`src/rtl/stk_pkg.sv`:
```
package stk_pkg;

  typedef enum logic [1:0] {
    ST_IDLE  = 2'd0,
    ST_ISSUE = 2'd1,
    ST_RESP  = 2'd2
  } stk_state_e;

  typedef enum logic {
    OP_PUSH = 1'b0,
    OP_POP  = 1'b1
  } stk_op_e;

endpackage

```
`src/rtl/stk_ptr.sv`:
```
module stk_ptr #(
  parameter int SEG_W  = 8,
  parameter int OFF_W  = 8,
  parameter int RST_SS = 2,
  parameter int RST_SP = 0
) (
  input  logic             clk,
  input  logic             rst_n,
  input  logic             ld_en,
  input  logic [SEG_W-1:0] ld_ss,
  input  logic [OFF_W-1:0] ld_sp,
  input  logic             upd_en,
  input  logic             upd_pop,
  output logic [SEG_W-1:0] ss_q,
  output logic [OFF_W-1:0] sp_q,
  output logic [SEG_W-1:0] eff_ss,
  output logic [OFF_W-1:0] eff_sp,
  output logic [OFF_W-1:0] nxt_sp
);

  localparam logic [OFF_W-1:0] STEP = OFF_W'(2);

  function automatic logic [OFF_W-1:0] sp_advance(input logic [OFF_W-1:0] sp);
    return sp + STEP;
  endfunction

  function automatic logic [OFF_W-1:0] sp_retreat(input logic [OFF_W-1:0] sp);
    return sp - STEP;
  endfunction

  // a load in the same cycle as a command is forwarded to the command
  always_comb begin
    eff_ss = ld_en ? ld_ss : ss_q;
    eff_sp = ld_en ? ld_sp : sp_q;
    nxt_sp = upd_pop ? sp_retreat(eff_sp) : sp_advance(eff_sp);
  end

  always_ff @(posedge clk or negedge rst_n) begin
    if (!rst_n) begin
      ss_q <= SEG_W'(RST_SS);
      sp_q <= OFF_W'(RST_SP);
    end else begin
      if (ld_en) ss_q <= ld_ss;
      if (upd_en)     sp_q <= nxt_sp;
      else if (ld_en) sp_q <= ld_sp;
    end
  end

endmodule

```
`src/rtl/stk_ctrl.sv`:
```
module stk_ctrl
  import stk_pkg::*;
(
  input  logic clk,
  input  logic rst_n,
  input  logic cmd_valid,
  input  logic cmd_pop,
  output logic cmd_ready,
  output logic accept,
  output logic resp_phase
);

  stk_state_e state_q, state_d;
  stk_op_e    op_q;

  always_comb begin
    cmd_ready  = (state_q == ST_IDLE);
    accept     = cmd_ready && cmd_valid;
    resp_phase = (state_q == ST_RESP);
    state_d    = state_q;
    unique case (state_q)
      ST_IDLE:  if (accept) state_d = ST_ISSUE;
      ST_ISSUE: state_d = (op_q == OP_POP) ? ST_RESP : ST_IDLE;
      ST_RESP:  state_d = ST_IDLE;
      default:  state_d = ST_IDLE;
    endcase
  end

  always_ff @(posedge clk or negedge rst_n) begin
    if (!rst_n) begin
      state_q <= ST_IDLE;
      op_q    <= OP_PUSH;
    end else begin
      state_q <= state_d;
      if (accept) op_q <= cmd_pop ? OP_POP : OP_PUSH;
    end
  end

endmodule

```
`src/rtl/stk_req.sv`:
```
module stk_req #(
  parameter int SEG_W  = 8,
  parameter int OFF_W  = 8,
  parameter int BYTE_W = 8
) (
  input  logic                   clk,
  input  logic                   rst_n,
  input  logic                   accept,
  input  logic                   op_pop,
  input  logic                   wide,
  input  logic [2*BYTE_W-1:0]    data,
  input  logic [SEG_W-1:0]       seg,
  input  logic [OFF_W-1:0]       cur_off,
  input  logic [OFF_W-1:0]       nxt_off,
  output logic                   mem_req,
  output logic                   mem_we,
  output logic [SEG_W+OFF_W-1:0] mem_addr,
  output logic [2*BYTE_W-1:0]    mem_wdata
);

  localparam int WORD_W = 2 * BYTE_W;
  localparam int ADDR_W = SEG_W + OFF_W;

  function automatic logic [WORD_W-1:0] pad_word(input logic w, input logic [WORD_W-1:0] d);
    return w ? d : {{BYTE_W{1'b0}}, d[BYTE_W-1:0]};
  endfunction

  function automatic logic [ADDR_W-1:0] join_addr(input logic [SEG_W-1:0] s,
                                                  input logic [OFF_W-1:0] o);
    return {s, o};
  endfunction

  // push addresses the slot before advancing; pop addresses it after retreating
  logic [OFF_W-1:0] slot_off;
  assign slot_off = op_pop ? nxt_off : cur_off;

  always_ff @(posedge clk or negedge rst_n) begin
    if (!rst_n) begin
      mem_req   <= 1'b0;
      mem_we    <= 1'b0;
      mem_addr  <= '0;
      mem_wdata <= '0;
    end else begin
      mem_req <= accept;
      if (accept) begin
        mem_we    <= !op_pop;
        mem_addr  <= join_addr(seg, slot_off);
        mem_wdata <= op_pop ? '0 : pad_word(wide, data);
      end
    end
  end

endmodule

```
`src/rtl/stk_unit.sv`:
```
module stk_unit #(
  parameter int SEG_W  = 8,
  parameter int OFF_W  = 8,
  parameter int BYTE_W = 8,
  parameter int RST_SS = 2,
  parameter int RST_SP = 0
) (
  input  logic                   clk,
  input  logic                   rst_n,
  input  logic                   cmd_valid,
  input  logic                   cmd_pop,
  input  logic                   cmd_wide,
  input  logic [2*BYTE_W-1:0]    cmd_data,
  output logic                   cmd_ready,
  input  logic                   ld_en,
  input  logic [SEG_W-1:0]       ld_ss,
  input  logic [OFF_W-1:0]       ld_sp,
  output logic [SEG_W-1:0]       ss_o,
  output logic [OFF_W-1:0]       sp_o,
  output logic                   mem_req,
  output logic                   mem_we,
  output logic [SEG_W+OFF_W-1:0] mem_addr,
  output logic [2*BYTE_W-1:0]    mem_wdata,
  input  logic [2*BYTE_W-1:0]    mem_rdata,
  output logic                   pop_valid,
  output logic [2*BYTE_W-1:0]    pop_data
);

  localparam int WORD_W = 2 * BYTE_W;

  // named internal events, visible to the bound checker
  logic             cmd_accept;
  logic             resp_phase;
  logic [SEG_W-1:0] eff_ss;
  logic [OFF_W-1:0] eff_sp;
  logic [OFF_W-1:0] nxt_sp;

  stk_ctrl u_ctrl (
    .clk        (clk),
    .rst_n      (rst_n),
    .cmd_valid  (cmd_valid),
    .cmd_pop    (cmd_pop),
    .cmd_ready  (cmd_ready),
    .accept     (cmd_accept),
    .resp_phase (resp_phase)
  );

  stk_ptr #(
    .SEG_W  (SEG_W),
    .OFF_W  (OFF_W),
    .RST_SS (RST_SS),
    .RST_SP (RST_SP)
  ) u_ptr (
    .clk     (clk),
    .rst_n   (rst_n),
    .ld_en   (ld_en),
    .ld_ss   (ld_ss),
    .ld_sp   (ld_sp),
    .upd_en  (cmd_accept),
    .upd_pop (cmd_pop),
    .ss_q    (ss_o),
    .sp_q    (sp_o),
    .eff_ss  (eff_ss),
    .eff_sp  (eff_sp),
    .nxt_sp  (nxt_sp)
  );

  stk_req #(
    .SEG_W  (SEG_W),
    .OFF_W  (OFF_W),
    .BYTE_W (BYTE_W)
  ) u_req (
    .clk       (clk),
    .rst_n     (rst_n),
    .accept    (cmd_accept),
    .op_pop    (cmd_pop),
    .wide      (cmd_wide),
    .data      (cmd_data),
    .seg       (eff_ss),
    .cur_off   (eff_sp),
    .nxt_off   (nxt_sp),
    .mem_req   (mem_req),
    .mem_we    (mem_we),
    .mem_addr  (mem_addr),
    .mem_wdata (mem_wdata)
  );

  assign pop_valid = resp_phase;
  assign pop_data  = resp_phase ? mem_rdata : {WORD_W{1'b0}};

endmodule

```
`config.mk`:
```
export PLATFORM = sky130hd
export DESIGN_NAME = stk_unit
export DESIGN_NICKNAME = d
export VERILOG_FILES = /design/src/rtl/stk_pkg.sv /design/src/rtl/stk_ptr.sv /design/src/rtl/stk_ctrl.sv /design/src/rtl/stk_req.sv /design/src/rtl/stk_unit.sv
export SDC_FILE = /design/constraint.sdc
export NUM_CORES = 1
export LEC_CHECK = 0
export BUFFER_PORTS_ARGS = -buffer_cell sky130_fd_sc_hd__buf_4
export CORE_ASPECT_RATIO = 1.4
export CORE_UTILIZATION = 30
export CTS_CLUSTER_DIAMETER = 40
export DETAILED_ROUTE_END_ITERATION = 10
export GPL_TIMING_DRIVEN = 0
export SLEW_MARGIN = 25
export SYNTH_ARGS = -nofsm -noshare
export SYNTH_HDL_FRONTEND = slang
export SYNTH_HIERARCHICAL = 1
export SYNTH_SLANG_ARGS = --single-unit
```
`constraint.sdc`:
```
create_clock -name clk -period 2.7 [get_ports clk]
set_input_delay 0.405 -clock clk [delete_from_list [all_inputs] [get_ports clk]]
set_output_delay 0.405 -clock clk [all_outputs]
set_load 0.02 [all_outputs]
```
==> impl_metrics.yaml, run 1 <==
critical_path:
  crit_end: "u_req/mem_addr[7]"
  slowest_stage: "fa_1"
  max_stage_delay_ns: 0.44
  critPathArrivalTime_ns: 2.62
  reg2reg_depth: 9
  crit_start: "ld_en"
  setup.worst_path.start_class: "input port"
  r2r_end: "u_req/mem_addr[7]"
  critPathRequiredTime_ns: 2.92
  cp_top_family: "buffers and inverters"
  crit_path_end_kind: "flip-flop"
  path_cells: "buf_4, buf_2, mux2_2, inv_1, fa_1, nand2b_1, a21oi_1, a21oi_1, nor3_1, mux2i_1, a21oi_1"
  r2r_start: "u_ptr/sp_q[2]"
  critical_path_buf_inv_count: 3
  path_depth: 11
  rrSetupSlack_ns: 0.62
  crit_type: "in2reg"
  cp_max_fo: 10
  cpMostUsedCell: "a21oi_1"
clocking:
  clk_latency_ns: 0.29
  cts.clk_slew.worst_paths_ns: 0.07
  cts_tree: "yes"
  cts_sinks: 53
  h-tree-depth: 2
  root_buffer: "clkbuf_16"
  cts_buffer_depth: 2
  cts_setup_buffers: 0
  cts_inserted_buffers: 5
  cts_hold_buf: 0
  cts-resized-gates: 0
sta:
  finClkSkew_ns: 0.00321
  fin_crit_sh_pct: 89.1
  period_needed_ns: 2.41
  worstMarginPinSlew_ns: 0.681
  final-setup-viol-count: 0
  final_max_slew_viol_count: 0
  final_hold_viol_count: 0
  max_freq_mhz: 416
  slew_headroom_pct: 54.6
  layout_setup_ws_ns: 0.294
  rsz0062_at_grt: "false"
  fin_setup_tns_ns: 0
synthesis:
  async_flop_share_pct: 100
  synth-seq-cells: 53
  synth_area_leaders: "dfrtp_1 46%, mux2_2 10%, mux2i_1 3.2%"
  syn_nets: 313
  synth.top_cell.area_share_pct: 46.4
  ys_seq_area_share_pct: 47.3
  ys_types: 44
  netlist_area_mm2: 0.00280
  synth_cells: 253
  synth_warnings: 6
  synth_top_area_cell: "dfrtp_1"
  synth_edf_count: 0
  synth_area_per_cell_um2: 11.1
  synth_ff_type: "dfrtp_1"
layout:
  regArea_mm2: 0.00133
  final_cell_mix: "123 x buf_4, 52 x dfrtp_1, 25 x mux2_2"
  fill_cells: 872
  multi_input_area_mm2: 0.00126
  finalNonFillerCells: 488
  diodes: 0
  utilization_pct: 44.4
  area_growth_pct: 43.0
  drive_gt1_share_pct: 50.7
  layout_commonest_cell: "buf_4"
  final_nets: 440
routing:
  drt_iter0_drc: 62
  detail_route.wl_per_cell_um: 13.9
  drc: 0
  vias: 2253
  viasPerCell: 4.62
  detail-route-antenna-nets: 0
  totalWireLength_mm: 6.79
  first_pass_iters: 4
floorplan:
  initial_core_util_pct: 31.1
  core_area_mm2: 0.00903
  dieArea_mm2: 0.00974
  pin_count: 122
  chipHeight_um: 116
  die_x_um: 83.7
  core.rowCount: 41
grt:
  grt_overflow: 0
  first_global_vias: 2282
  grt_pass1_wl_mm: 11.0
  grt_max_degree: 54
  antenna_found_initial: 0
  grt.total_usage_pct: 14.3
outcome:
  status: "completed"
min_path:
  min_path_type: "in2async"
power_and_ir_drop:
  p_sw_uw: 1190
  swShare_pct: 36.1
  intPower_uw: 2110
  leakage_uw: 0.00193
  seq_power_share_pct: 34.2
  comb_power_share_pct: 43.8
  ir_drop_mv: 0.490
  clkPwrFrac_pct: 22.0
  power.density_mw_per_mm2: 824
  power_uw: 3300
placed_design:
  pre_cts_ws_ns: 0.0167
  dp_cells: 480
  place_congestion: 0.820
  dp_hpwl_mm: 5.16
  portBuffers: 120
job:
  cap_violations: 0
## cells in the mapped netlist (3+ instances only)
| library cell | count |
|---|---|
| a21oi_1 | 15 |
| xnor2_1 | 4 |
| nand2b_1 | 3 |
| buf_6 | 6 |
| ha_1 | 5 |
| nand2_1 | 10 |
| o22ai_1 | 4 |
| o21ai_0 | 5 |
| mux2i_1 | 9 |
| nand3b_1 | 9 |
| o21ai_1 | 6 |
| dfrtp_1 | 52 |
| nor2b_1 | 3 |
| nor2_1 | 15 |
| buf_4 | 3 |
| mux2_2 | 25 |
| and2_1 | 5 |
| and2_2 | 12 |
| o22ai_2 | 5 |
| nand3_1 | 6 |
| inv_1 | 21 |
| buf_2 | 5 |
## cells by family after synthesis
| group | count (synthesis) | share of synthesized area, % |
|---|---|---|
| AO/OA/AOI/OAI | 42 | 10.2 |
| XOR/XNOR | 5 | 1.56 |
| adder cells (fa/ha/maj) | 6 | 2.95 |
| flip-flops | 53 | 47.3 |
| buffers and inverters | 37 | 7.59 |
| multiplexers | 37 | 14.9 |
| AND/OR/NAND/NOR | 73 | 15.4 |
## power by group through the flow
stage / clock network, µW / logic, µW / registers (µW)
after global placement: 0 / 1450 / 1140
after detailed placement: 0 / 1460 / 1150
final: 727 / 1450 / 1130
after CTS: 761 / 1470 / 1130
after global routing: 784 / 1570 / 1160
after floorplan: 0 / 626 / 1390
## metal layers
| layer | track usage, % | vias up | wire length [µm] |
|---|---|---|---|
| met3 | 3.39 | 7 | 324 |
| met2 | 26.1 | 57 | 3640 |
| met5 | 0 | - | 0 |
| li1 | - | 1117 | - |
| met1 | 16.1 | 1072 | 2690 |
| met4 | 5.76 | 0 | 135 |
## worst min-delay path by stage
| stage | to | slack [ns] | depth (start not counted) |
|---|---|---|---|
| 2_1_floorplan | u_ctrl/op_q | 0.11 | 0 |
| 4_1_cts | u_ptr/ss_q[3] | 0.18 | 1 |
| 3_3_place_gp | u_ctrl/op_q | 0.47 | 1 |
| 6_report | u_req/mem_addr[9] | 0.15 | 1 |
| 3_5_place_dp | u_ctrl/op_q | 0.48 | 1 |
| 5_1_grt | u_ptr/ss_q[4] | 0.20 | 1 |
## flip-flops by register name (all words and copies together), names as in the netlist
signal / flops
u_ctrl/state_q: 2
u_ptr/sp_q: 8
u_req/mem_wdata: 16
u_req/mem_req: 1
u_req/mem_addr: 16
u_req/mem_we: 1
u_ptr/ss_q: 8
u_ctrl/op_q: 1
## layout make-up
| class | instances | share of cell area, % |
|---|---|---|
| Buffer | 15 | 3.24 |
| Clock buffer | 5 | 3.12 |
| Clock inverter | 3 | 1.15 |
| Inverter | 22 | 2.06 |
| Multi-Input combinational cell | 163 | 31.5 |
| Sequential cell | 53 | 33.1 |
| Tap cell | 107 | 3.34 |
| Timing Repair Buffer | 120 | 22.5 |
## stage by stage
stage | instance area (µm²) | hold WS (ns)
final | 4010 | 0.154
after global routing | 4010 | 0.202
after CTS | 4010 | 0.176
after detailed placement | 3840 | 0.481
after global placement | 3840 | 0.468
after floorplan | 2800 | 0.109
Note: power is estimated with default switching activity, not from simulation.
==> run 2: changes to the inputs <==
--- a/config.mk
+++ b/config.mk
@@ -7,10 +7,11 @@
 export LEC_CHECK = 0
 export BUFFER_PORTS_ARGS = -buffer_cell sky130_fd_sc_hd__buf_4
 export CORE_ASPECT_RATIO = 1.4
-export CORE_UTILIZATION = 30
+export CORE_UTILIZATION = 51
 export CTS_CLUSTER_DIAMETER = 40
 export DETAILED_ROUTE_END_ITERATION = 10
 export GPL_TIMING_DRIVEN = 0
+export PLACE_DENSITY = 0.85
 export SLEW_MARGIN = 25
 export SYNTH_ARGS = -nofsm -noshare
 export SYNTH_HDL_FRONTEND = slang
==> constraint.sdc (replaced) <==
create_clock -name clk -period 2.8 [get_ports clk]
set_input_delay 0.42 -clock clk [delete_from_list [all_inputs] [get_ports clk]]
set_output_delay 0.42 -clock clk [all_outputs]
set_load 0.02 [all_outputs]
==> run 2 against run 1 <==
Effect of this change: cell area is 3.4% lower; critical path depth stayed put; clock power is 41% lower; sequential cell count stayed put; combinational power is 3% lower; sequential power is 4% lower; final cell count is 8.4% lower; sequential share of layout area is 1.2 points higher; die area is 40% lower; wire length is 1.5% lower; worst hold slack worse by 0.014 ns; largest cell class unchanged; largest power group unchanged; highest routed layer unchanged.
==> impl_metrics.yaml, run 2 (same netlist as run 1, synthesis figures left out) <==
routing:
  viasPerCell: 5.22
  detail-route-antenna-nets: 0
  drt_iter0_drc: 191
  drc: 0
  vias: 2332
  detail_route.wl_per_cell_um: 15.0
  totalWireLength_mm: 6.69
  first_pass_iters: 4
clocking:
  cts-resized-gates: 0
  cts_buffer_depth: 2
  cts_setup_buffers: 0
  h-tree-depth: 2
  cts.clk_slew.worst_paths_ns: 0.09
  root_buffer: "clkbuf_8"
  cts_tree: "yes"
  clk_latency_ns: 0.30
  cts_inserted_buffers: 5
  cts_sinks: 53
  cts_hold_buf: 0
power_and_ir_drop:
  power.density_mw_per_mm2: 754
  ir_drop_mv: 0.340
  leakage_uw: 0.00189
sta:
  final-setup-viol-count: 0
  max_freq_mhz: 427
  finClkSkew_ns: 0.00593
  final_hold_viol_count: 0
  final_max_slew_viol_count: 0
  slew_headroom_pct: 56.1
  period_needed_ns: 2.34
  hold_ws_ns: 0.141
  rsz0062_at_grt: "false"
  fin_crit_sh_pct: 83.6
  worstMarginPinSlew_ns: 0.658
  fin_setup_tns_ns: 0
critical_path:
  max_stage_delay_ns: 0.44
  path_depth: 11
  path_cells: "buf_4, buf_2, mux2_2, inv_1, fa_1, nand2b_1, a21oi_1, a21oi_1, nor3_1, mux2i_1, a21oi_1"
  critPathArrivalTime_ns: 2.57
  critPathRequiredTime_ns: 3.03
  cp_max_fo: 10
  crit_type: "in2reg"
  cpMostUsedCell: "a21oi_1"
  slowest_stage: "fa_1"
  cp_top_family: "buffers and inverters"
  reg2reg_depth: 9
  setup.worst_path.start_class: "input port"
  crit_path_end_kind: "flip-flop"
  critical_path_buf_inv_count: 3
floorplan:
  chipHeight_um: 89.7
  dieArea_mm2: 0.00580
  pin_count: 122
  initial_core_util_pct: 53.5
  die_x_um: 64.7
  core_area_mm2: 0.00524
  core.rowCount: 31
layout:
  drive_gt1_share_pct: 50.4
  layout_commonest_cell: "buf_4"
  final_cell_mix: "123 x buf_4, 52 x dfrtp_1, 25 x mux2_2"
  top_regs: "u_req/mem_addr (16), u_req/mem_wdata (16)"
  area_growth_pct: 38.2
  final_nets: 440
  fill_cells: 402
  diodes: 0
grt:
  grt_overflow: 0
  grt_pass1_wl_mm: 11.2
  antenna_found_initial: 0
  grt_max_degree: 54
  first_global_vias: 2410
  grt.total_usage_pct: 24.7
outcome:
  status: "completed"
placed_design:
  dp_hpwl_mm: 5.10
  portBuffers: 120
  place_congestion: 0.841
job:
  cap_violations: 0
min_path:
  min_path_type: "in2async"
[run 2: cell types whose count changed in the layout (fill, tap and decap cells not counted)]
cell and change:
bufinv_16 -1, clkinvlp_4 +1, clkbuf_16 -5, clkinv_4 -1
clkbuf_8 +5, clkbuf_1 +1
[run 2: worst register-to-register path, cell delays in order (launching register included)]
cell and delay (ns):
dfrtp_1 0.36, mux2_2 0.20, inv_1 0.06, fa_1 0.44, nand2b_1 0.20, a21oi_1 0.21, a21oi_1 0.07, nor3_1 0.21
mux2i_1 0.10, a21oi_1 0.14
[run 2: path summary, 6_finish.rpt]
check / to / from / slack, ns
hold reg to reg: u_ctrl/op_q / u_ctrl/op_q / 0.49
setup / recovery: u_req/mem_addr[7] / ld_en / 0.46
hold / removal: u_ptr/ss_q[0] / rst_n / 0.14
setup reg to reg: u_req/mem_addr[7] / u_ptr/sp_q[2] / 0.74
max in group asynchronous: u_req/mem_addr[4] / rst_n / 2.22
min in group clk: u_req/mem_wdata[7] / cmd_data[7] / 0.36
[run 2: layer usage]
| metal | GRT usage [%] | up-vias | routed length [µm] |
|---|---|---|---|
| met5 | 0 | - | 0 |
| met4 | 12.0 | 0 | 257 |
| met3 | 3.93 | 22 | 308 |
| met2 | 43.1 | 77 | 3510 |
| met1 | 28.7 | 1118 | 2610 |
| li1 | - | 1115 | - |
[run 2: stage by stage]
| stage | utilization [%] | cells | area (µm²) | total power (µW) | setup WS [ns] |
|---|---|---|---|---|---|
| 3_5_place_dp | 72.3 | 439 | 3790 | 2510 | 0.166 |
| 2_1_floorplan | - | 253 | 2800 | 1940 | 0.458 |
| 5_1_grt | 74.0 | 447 | 3870 | 3100 | 0.296 |
| 3_3_place_gp | 72.3 | 439 | 3790 | 2470 | 0.181 |
| 4_1_cts | 74.0 | 447 | 3870 | 2930 | 0.475 |
| 6_report | 74.0 | 447 | 3870 | 2920 | 0.459 |
[run 2: layout make-up]
cell class | instances | area (µm²) | area share, %
Sequential cell | 53 | 1330 | 34.3
Multi-Input combinational cell | 163 | 1260 | 32.6
Timing Repair Buffer | 120 | 901 | 23.2
Buffer | 15 | 130 | 3.36
Inverter | 22 | 82.6 | 2.13
Tap cell | 66 | 82.6 | 2.13
Clock buffer | 6 | 72.6 | 1.87
Clock inverter | 2 | 15.0 | 0.387
[run 2: where the power goes]
group / switching [µW] / total [µW] / leakage [µW] / internal, µW
clock network: 253 / 430 / 0.0000374 / 177
logic: 767 / 1410 / 0.00121 / 641
registers: 112 / 1080 / 0.000640 / 970
total: 1130 / 2920 / 0.00189 / 1790
